## src/rtl/ubx_pkg.sv

```systemverilog
package ubx_pkg;

  // Strobes handed from one direction's control to its datapath
  typedef struct packed {
    logic pass;   // transparent: output follows input
    logic load;   // write the storage element this cycle
    logic drive;  // far port drives the bus
  } dirStrobe_t;

  localparam int unsigned NUM_DIRS = 2;
  localparam int unsigned DIR_AB   = 0;
  localparam int unsigned DIR_BA   = 1;

endpackage

```

## src/rtl/ubx_ctrl.sv

```systemverilog
module ubx_ctrl
  import ubx_pkg::*;
(
  input  logic       clk,
  input  logic       rstN,
  input  logic       latchEn,
  input  logic       capClk,
  input  logic       capEnN,
  input  logic       outEnN,
  output dirStrobe_t strobe
);

  // Last sampled level of the capture clock; reset high so a clock
  // held high through reset is not mistaken for a new edge.
  logic prevCapClk;
  logic capEdge;

  always_ff @(posedge clk or negedge rstN) begin
    if (!rstN) prevCapClk <= 1'b1;
    else       prevCapClk <= capClk;
  end

  assign capEdge = capClk & ~prevCapClk;

  always_comb begin
    strobe.pass  = latchEn;
    // transparent mode keeps storage tracking; otherwise a qualified edge
    strobe.load  = latchEn | (~capEnN & capEdge);
    strobe.drive = ~outEnN;
  end

endmodule

```

## src/rtl/ubx_path.sv

```systemverilog
module ubx_path
  import ubx_pkg::*;
#(
  parameter int unsigned W = 18
) (
  input  logic         clk,
  input  logic         rstN,
  input  dirStrobe_t   strobe,
  input  logic [W-1:0] dIn,
  output logic [W-1:0] dOut,
  output logic         dEn
);

  logic [W-1:0] held;

  always_ff @(posedge clk or negedge rstN) begin
    if (!rstN)            held <= '0;
    else if (strobe.load) held <= dIn;
  end

  assign dOut = strobe.pass ? dIn : held;
  assign dEn  = strobe.drive;

endmodule

```

## src/rtl/ubx_transceiver.sv

```systemverilog
module ubx_transceiver
  import ubx_pkg::*;
#(
  parameter int unsigned W = 18
) (
  input  logic         clk,
  input  logic         rstN,
  input  logic [W-1:0] aIn,
  output logic [W-1:0] aOut,
  output logic         aOe,
  input  logic [W-1:0] bIn,
  output logic [W-1:0] bOut,
  output logic         bOe,
  input  logic         leAb,
  input  logic         clkAb,
  input  logic         ceAbN,
  input  logic         oeAbN,
  input  logic         leBa,
  input  logic         clkBa,
  input  logic         ceBaN,
  input  logic         oeBaN,
  output logic         contention
);

  logic [NUM_DIRS-1:0]         dirLe, dirClk, dirCeN, dirOeN, dirEn;
  logic [NUM_DIRS-1:0][W-1:0]  dirIn, dirOut;
  dirStrobe_t [NUM_DIRS-1:0]   dirStrobe;

  assign dirLe [DIR_AB] = leAb;   assign dirLe [DIR_BA] = leBa;
  assign dirClk[DIR_AB] = clkAb;  assign dirClk[DIR_BA] = clkBa;
  assign dirCeN[DIR_AB] = ceAbN;  assign dirCeN[DIR_BA] = ceBaN;
  assign dirOeN[DIR_AB] = oeAbN;  assign dirOeN[DIR_BA] = oeBaN;
  assign dirIn [DIR_AB] = aIn;    assign dirIn [DIR_BA] = bIn;

  for (genvar d = 0; d < NUM_DIRS; d++) begin : g_dir
    ubx_ctrl u_ctrl (
      .clk     (clk),
      .rstN    (rstN),
      .latchEn (dirLe[d]),
      .capClk  (dirClk[d]),
      .capEnN  (dirCeN[d]),
      .outEnN  (dirOeN[d]),
      .strobe  (dirStrobe[d])
    );
    ubx_path #(.W(W)) u_path (
      .clk    (clk),
      .rstN   (rstN),
      .strobe (dirStrobe[d]),
      .dIn    (dirIn[d]),
      .dOut   (dirOut[d]),
      .dEn    (dirEn[d])
    );
  end

  assign bOut = dirOut[DIR_AB];
  assign bOe  = dirEn[DIR_AB];
  assign aOut = dirOut[DIR_BA];
  assign aOe  = dirEn[DIR_BA];

  assign contention = &dirEn;

endmodule

```

## config.mk

```make
export PLATFORM = sky130hd
export DESIGN_NAME = ubx_transceiver
export DESIGN_NICKNAME = d
export VERILOG_FILES = /design/src/rtl/ubx_pkg.sv /design/src/rtl/ubx_ctrl.sv /design/src/rtl/ubx_path.sv /design/src/rtl/ubx_transceiver.sv
export SDC_FILE = /design/constraint.sdc
export NUM_CORES = 1
export LEC_CHECK = 0
export ABC_AREA = 1
export ABC_CLOCK_PERIOD_IN_PS = 1730
export BUFFER_PORTS_ARGS = -buffer_cell sky130_fd_sc_hd__buf_2
export CAP_MARGIN = 10
export CORE_ASPECT_RATIO = 2
export CORE_MARGIN = 2
export CORE_UTILIZATION = 30
export CTS_CLUSTER_SIZE = 14
export DETAILED_ROUTE_END_ITERATION = 7
export HOLD_SLACK_MARGIN = 0.1
export SLEW_MARGIN = 10
export SYNTH_ARGS = -nofsm -noshare
export SYNTH_HDL_FRONTEND = slang
export SYNTH_HIERARCHICAL = 1
export SYNTH_SLANG_ARGS = --single-unit
```

## constraint.sdc

```tcl
create_clock -name clk -period 1.73 [get_ports clk]
set_clock_uncertainty 0.2 [all_clocks]
set_input_delay 0.346 -clock clk [delete_from_list [all_inputs] [get_ports clk]]
set_output_delay 0.346 -clock clk [all_outputs]
set_load 0.05 [all_outputs]
```

Yosys cells after proc, flatten, opt, wreduce, memory -nomap -nowiden

Cells that the tools add are included.
W data, S select, Z words.

Bits in registers: 38
Input bits: 46
Output and inout port bits: 39
Word-level logic and storage cells: 19

Muxes and demuxes: 2
Bitwise operators: 12
Reductions and logical operators: 1

Operator list:

| cell              | number |
|---|---|
| $mux W18          | 2 |
| $not A1 Y1        | 6 |
| $and A1 B1 Y1     | 4 |
| $or A1 B1 Y1      | 2 |
| $reduce_and A2 Y1 | 1 |

Longest topological paths before layout

Gate-level depths: netlist of the first run.

Depth in word-level cells: 4
Gate-level depth with buffers: 8
Gate-level depth less buffers: 6

By module

Netlist of the first run, hierarchy kept.

By module, submodules not included:

| module          | times used | cells each | area each (um^2) | seq. area each (um^2) |
|---|---|---|---|---|
| ubx_path        | 2          | 135        | 1071.0           | 450.4 |
| ubx_ctrl        | 2          | 8          | 57.6             | 26.3 |
| ubx_transceiver | 1          | 2          | 7.5              | 0.0 |

Worst setup path before layout of the first run

OpenSTA, ideal clock, no wires.

Kind: input to output
From: input leBa
To: output aOut[5]
Data arrival time: 1074 ps
Required time: 1184 ps
Path slack: 110 ps
Stages on the path: 5
Buffers on the path: 3
Path through: buf_4 -> buf_6 -> buf_6 -> nand2_1 -> nand2_1

Cells in the longest elaborated chain, start to end: 1

RTL lines:

| element            | line                  | RTL |
|---|---|---|
| start: declaration | ubx_transceiver.sv:18 | `input logic leBa,` |
| $mux W18           | ubx_path.sv:21        | `assign dOut = strobe.pass ? dIn : held;` |
| end: declaration   | ubx_transceiver.sv:9  | `output logic [W-1:0] aOut,` |

No other way between the ends.

Final worst setup path of the first run

From: input leBa
To: output aOut[11]

The elaborated chain is that of the path after synthesis.

==> results of run 1 <==
-- cell type report --
class	count	area (um2)
clock buffers	8	136
fillers	795	4230
inverters	13	78.8
multi-input cells	221	1030
flip-flops and latches	38	953
well taps	92	115
repair buffers	112	724
-- power breakdown --
group | switching [W] | internal, W | leakage (nW)
registers | 0.0000580 | 0.000978 | 0.457
logic | 0.000569 | 0.000253 | 1.20
clock network | 0.000321 | 0.000535 | 0.0652
-- stage by stage --
step           worst slack (ns)  cells  util (%)  hold slack (ns)  area (um2)
2_1_floorplan             0.110    288         -           -0.150        2260
3_3_place_gp             0.0618    455      37.0            0.132        2690
3_5_place_dp             0.0565    455      37.0            0.143        2690
4_1_cts                  0.0561    484      41.8            0.101        3040
5_1_grt                 0.00433    484      41.8            0.111        3040
6_report                 0.0585    484      41.8            0.104        3040
-- cell usage after synthesis --
cell / instances
dfstp_2: 2
nand3_1: 2
buf_12: 4
nand2_2: 80
dfrtp_1: 36
nand2_1: 139
inv_8: 4
buf_4: 4
inv_1: 9
buf_6: 8
-- cell families (layout without fill, tap and decap cells) --
family	count (synthesis)	in the layout
simple gates	221	221
flops	38	38
buf+inv	29	133
-- state kept, by name (all words and copies together), names as in the netlist --
| register | cells |
|---|---|
| g_dir.u_ctrl/prevCapClk | 2 |
| g_dir.u_path/held | 36 |
-- critical path, delay by kind of cell --
family                 cells  cell delay, ns
buffers and inverters      3            0.66
and+or+nand+nor            2            0.12
-- worst max path at each step --
stage,startpoint,to,slack (ns),cells after the start
floorplan,leBa,aOut[5],0.11,5
global placement,leBa,aOut[14],0.06,5
detailed placement,leBa,aOut[11],0.06,5
CTS,leBa,aOut[11],0.06,5
global route,clkBa,g_dir[1].u_path/held[0],0.004,8
finish,leBa,aOut[11],0.06,5
-- what timing repair did --
action,in CTS,in global routing
resized for setup,0,1
hold buffers,21,0
hold endpoints to repair,36,0
setup endpoints to repair,0,7
-- metal layers --
layer	GRT usage (%)	vias up	wire length, um
met4	5.76	0	97
met5	0	-	0
li1	-	1050	-
met3	2.04	6	226
met2	24.8	50	2890
met1	15.7	917	2040
==> impl_metrics.ini, run 1 <==
[outcome]
status = finished, final reports clean

[clock_tree]
clk_latency_ns = 0.27
cts_tree = built
ctsHtreeMaxLevel = 2
cts_made_buffers = 5
clkTransAtPathRegs_ns = 0.05
post-cts-setup-buffer-count = 0
clockBufferDepth = 2
cts.sinks = 38
cts-root-buf = clkbuf_16

[grt]
grt_max_degree = 21
grt_pass1_wl_mm = 9.01
antenna_found_initial = 0
first_global_vias = 2025
track_usage_pct = 13.8
overflow = 0

[place]
gp_congestion = 0.759
dpl.hpwl_mm = 3.94
port_buffers = 84

[floorplan]
die_width_um = 65.4
core_area_um2 = 7270
die_h_um = 127
initial_core_util_pct = 31.2
ioPinCount = 85
rows = 44
dieArea_um2 = 8300

[synthesis]
ys_ff_latch = 38
synthXorXnorAreaFrac_pct = 0
synthSimpleGateAreaFrac_pct = 45.6
synth.area.top_cells = dfrtp_1 40%, nand2_1 23%, nand2_2 22%
synth-compound-area-share_pct = 0
synth_top_area_cell = dfrtp_1
syn_nets = 334
yosys_warnings = 6
yosys-mux-area-fraction_pct = 0
syn_area_per_cell_um2 = 7.86
synth_area_um2 = 2260
synth_fa_ha_area_share_pct = 0
synth-seq-area-share_pct = 42.1
syn_inst = 288
synth_top_family_by_area = simple AND/OR/NAND/NOR gates
synth_top_area_share_pct = 39.8
synthDistinctLibCells = 10

[timing]
maxSlewViolCount = 0
tightest_slew_ns = 0.486
finalCritPeriodShare_pct = 96.6
final-setup-viol-count = 0
max_slew_margin_pct = 67.6
setup_tns_ns = 0
period_minus_slack_ns = 1.67
rsz0062_at_grt = no
max_freq_ghz = 0.598
hold_viol = 0

[final_layout]
drive_gt1_share_pct = 46.4
layout.nets = 437
mostFrequentLayoutCell = nand2_1
layout_common_cells = 139 x nand2_1, 84 x buf_2, 80 x nand2_2, 36 x dfrtp_1, 21 x dlygate4sd3_1
syn_to_final_growth_pct = 34.3
antennaDiodeCount = 0

[routing]
antenna_left = 0
drtPass1Iterations = 4
avgViaCountPerCell = 4.18
drc_errors = 0
avgRoutedWirePerCell_um = 10.8
wl_mm = 5.25
drtIter0Drc = 73
routed-via-count = 2023

[critical_path]
critPathKind = primary input to output port
end_kind = output port
slowest_stage = buf_2
cp_common_cell = buf_2
worstPathRequired_ns = 1.18
r2r_end = g_dir[1].u_path/held[0]
crit_fanout = 6
cp_cell_sequence = buf_2 -> buf_4 -> nand2_1 -> nand2_2 -> buf_2
crit_path_max_incr_delay_ns = 0.25
rr_worst_depth = 7
cp.arrival_ns = 1.13
r2r-start = g_dir[1].u_ctrl/prevCapClk
reg2reg_slack_ns = 0.32
worstSetupStartpointType = primary input

[pwr]
ir_drop_mv = 0.420
power_leakage_nw = 1.73
total_power_w = 0.00271
power_density_nw_per_um2 = 893

[run]
drv_cap = 0

[worst_hold_path]
hold_class = primary input to flop
min_to = g_dir[1].u_path/held[12]
hp-start = bIn[12]
hold_depth = 3
No activity file was read; power rests on OpenSTA's default activity.
==> run 2: changes to the inputs <==
--- a/config.mk
+++ b/config.mk
@@ -15,6 +15,7 @@
 export CTS_CLUSTER_SIZE = 14
 export DETAILED_ROUTE_END_ITERATION = 7
 export HOLD_SLACK_MARGIN = 0.1
+export REMOVE_ABC_BUFFERS = 1
 export SLEW_MARGIN = 10
 export SYNTH_ARGS = -nofsm -noshare
 export SYNTH_HDL_FRONTEND = slang
==> run 2 against run 1 <==
  * Sequential power barely moved
  * Global-route usage fell by 0.62 points
  * Sequential share of layout area fell by 1.5 points
  * Register-to-register slack improved by 0.06 ns
  * Critical endpoint is now aOut[5]
==> impl_metrics.ini, run 2 (synthesized netlist as in run 1, its figures left out) <==
[timing]
finalCritPeriodShare_pct = 97.0
hold_viol = 0
rsz0062_at_grt = no
period_minus_slack_ns = 1.68
setup_tns_ns = 0
tightest_slew_ns = 0.421
max_freq_ghz = 0.596
maxSlewViolCount = 0
final-setup-viol-count = 0
max_slew_margin_pct = 71.9

[critical_path]
crit_buf_inv = 4
crit_path_max_incr_delay_ns = 0.25
cp.arrival_ns = 1.13
slowest_stage = buf_2
worstSetupStartpointType = primary input
critPathKind = primary input to output port
crit_fanout = 20
cp_cell_sequence = buf_2 -> buf_12 -> inv_8 -> nand2_1 -> nand2_1 -> buf_2
crit_family = buffers and inverters
end_kind = output port
worstPathRequired_ns = 1.18

[pwr]
internal_power_w = 0.00178
p_clk_share_pct = 30.9
ir_drop_mv = 0.541
pwr-share-comb_pct = 30.9
seqPwrFrac_pct = 38.2
power_density_nw_per_um2 = 853
power_leakage_nw = 1.79
p_sw_w = 0.000939
sw_frac_of_total_pct = 34.5

[final_layout]
layout_common_cells = 139 x nand2_1, 84 x buf_2, 80 x nand2_2, 37 x dlygate4sd3_1, 36 x dfrtp_1
largest_register = g_dir.u_path/held
mostFrequentLayoutCell = nand2_1
drive_gt1_share_pct = 44.7
antennaDiodeCount = 0
reg.largest.list = g_dir.u_path/held (36), g_dir.u_ctrl/prevCapClk (2)
largest_reg_flops = 36
layout.nets = 453
finalInstanceArea_um2 = 3190
syn_to_final_growth_pct = 40.8
post-route-util_pct = 43.9

[routing]
wl_mm = 5.06
drtIter0Drc = 42
avgViaCountPerCell = 4.15
drc_errors = 0
antenna_left = 0
avgRoutedWirePerCell_um = 10.1
routed-via-count = 2070
drtPass1Iterations = 4

[clock_tree]
cts_made_buffers = 5
post-cts-setup-buffer-count = 0
cts-root-buf = clkbuf_16
cts.sinks = 38
clk_latency_ns = 0.27
clkTransAtPathRegs_ns = 0.05
ctsHtreeMaxLevel = 2
cts_tree = built
clockBufferDepth = 2

[grt]
grt_use_met3_pct = 2.48
track_usage_pct = 13.1
use_met1_pct = 12.8
grt_max_degree = 23
busiest_layer = met2
grt_pass1_wl_mm = 8.57
overflow = 0
antenna_found_initial = 0
first_global_vias = 2001
grtUsageMet2_pct = 25.6

[place]
dpl.hpwl_mm = 3.65
port_buffers = 84
gp_congestion = 0.736
placed_area_um2 = 2680

[floorplan]
core_area_um2 = 7270
die_width_um = 65.4
rows = 44
dieArea_um2 = 8300
ioPinCount = 85
initial_core_util_pct = 31.2
die_h_um = 127

[run]
drv_cap = 0

[worst_hold_path]
hold_class = primary input to flop

[outcome]
status = finished, final reports clean
==> run 2: changes by cell type in the layout (fill, tap and decap cells not counted) <==
cell / delta
dlygate4sd3_1: +16
buf_12: -1
clkbuf_1: -1
buf_6: +1
==> run 2: metrics by stage <==
step           setup slack (ns)  total power, W  std cells  hold slack [ns]
2_1_floorplan             0.103         0.00159        272           -0.150
3_3_place_gp             0.0459         0.00183        455            0.112
3_5_place_dp             0.0433         0.00183        455            0.107
4_1_cts                  0.0382         0.00277        499            0.107
5_1_grt                 0.00494         0.00287        499            0.115
6_report                 0.0518         0.00272        499            0.112
==> run 2: final cells by class <==
class / count / area (um2)
Clock buffer: 7 / 133
Fill cell: 776 / 4080
Sequential cell: 38 / 953
Timing Repair Buffer: 128 / 876
Inverter: 13 / 78.8
Tap cell: 92 / 115
Multi-Input combinational cell: 221 / 1030
==> run 2: power by group through the flow <==
| stage | combinational [W] | clock (W) | sequential, W |
|---|---|---|---|
| 4_1_cts | 0.000847 | 0.000881 | 0.00104 |
| 3_3_place_gp | 0.000778 | 0 | 0.00105 |
| 6_report | 0.000839 | 0.000841 | 0.00104 |
| 5_1_grt | 0.000914 | 0.000908 | 0.00105 |
| 2_1_floorplan | 0.000553 | 0 | 0.00104 |
| 3_5_place_dp | 0.000782 | 0 | 0.00105 |
==> run 2: worst reg2reg max path, cell delays in order (launching register included) <==
cell,delay (ns)
dfstp_2,0.51
inv_1,0.03
nand3_1,0.05
nand2_1,0.06
buf_6,0.17
inv_8,0.14
nand2_1,0.07
nand2_1,0.06
==> run 2: what timing repair did <==
item,in CTS,in global routing
resized for setup,0,2
setup endpoints to repair,0,17
hold buffers,37,0
endpoints found under the hold margin,50,0
==> run 2: path summary, 6_finish.rpt <==
path | startpoint | end | slack [ns] | cells after the start
min in group asynchronous | rstN | g_dir[0].u_path/held[3] | 0.35 | 2
worst max register to register | g_dir[1].u_ctrl/prevCapClk | g_dir[1].u_path/held[3] | 0.38 | 7
worst min register to register | g_dir[1].u_path/held[2] | g_dir[1].u_path/held[2] | 0.27 | 2
worst max-delay path | leBa | aOut[5] | 0.05 | 6
worst min-delay path | aIn[12] | g_dir[0].u_path/held[12] | 0.11 | 3
max in group asynchronous | rstN | g_dir[1].u_path/held[4] | 0.53 | 3
==> run 2: layer usage <==
| layer | share of wire, % | up-vias |
|---|---|---|
| met5 | 0 | - |
| met2 | 57 | 57 |
| met3 | 5.2 | 6 |
| met1 | 36 | 928 |
| li1 | - | 1079 |
| met4 | 1.9 | 0 |
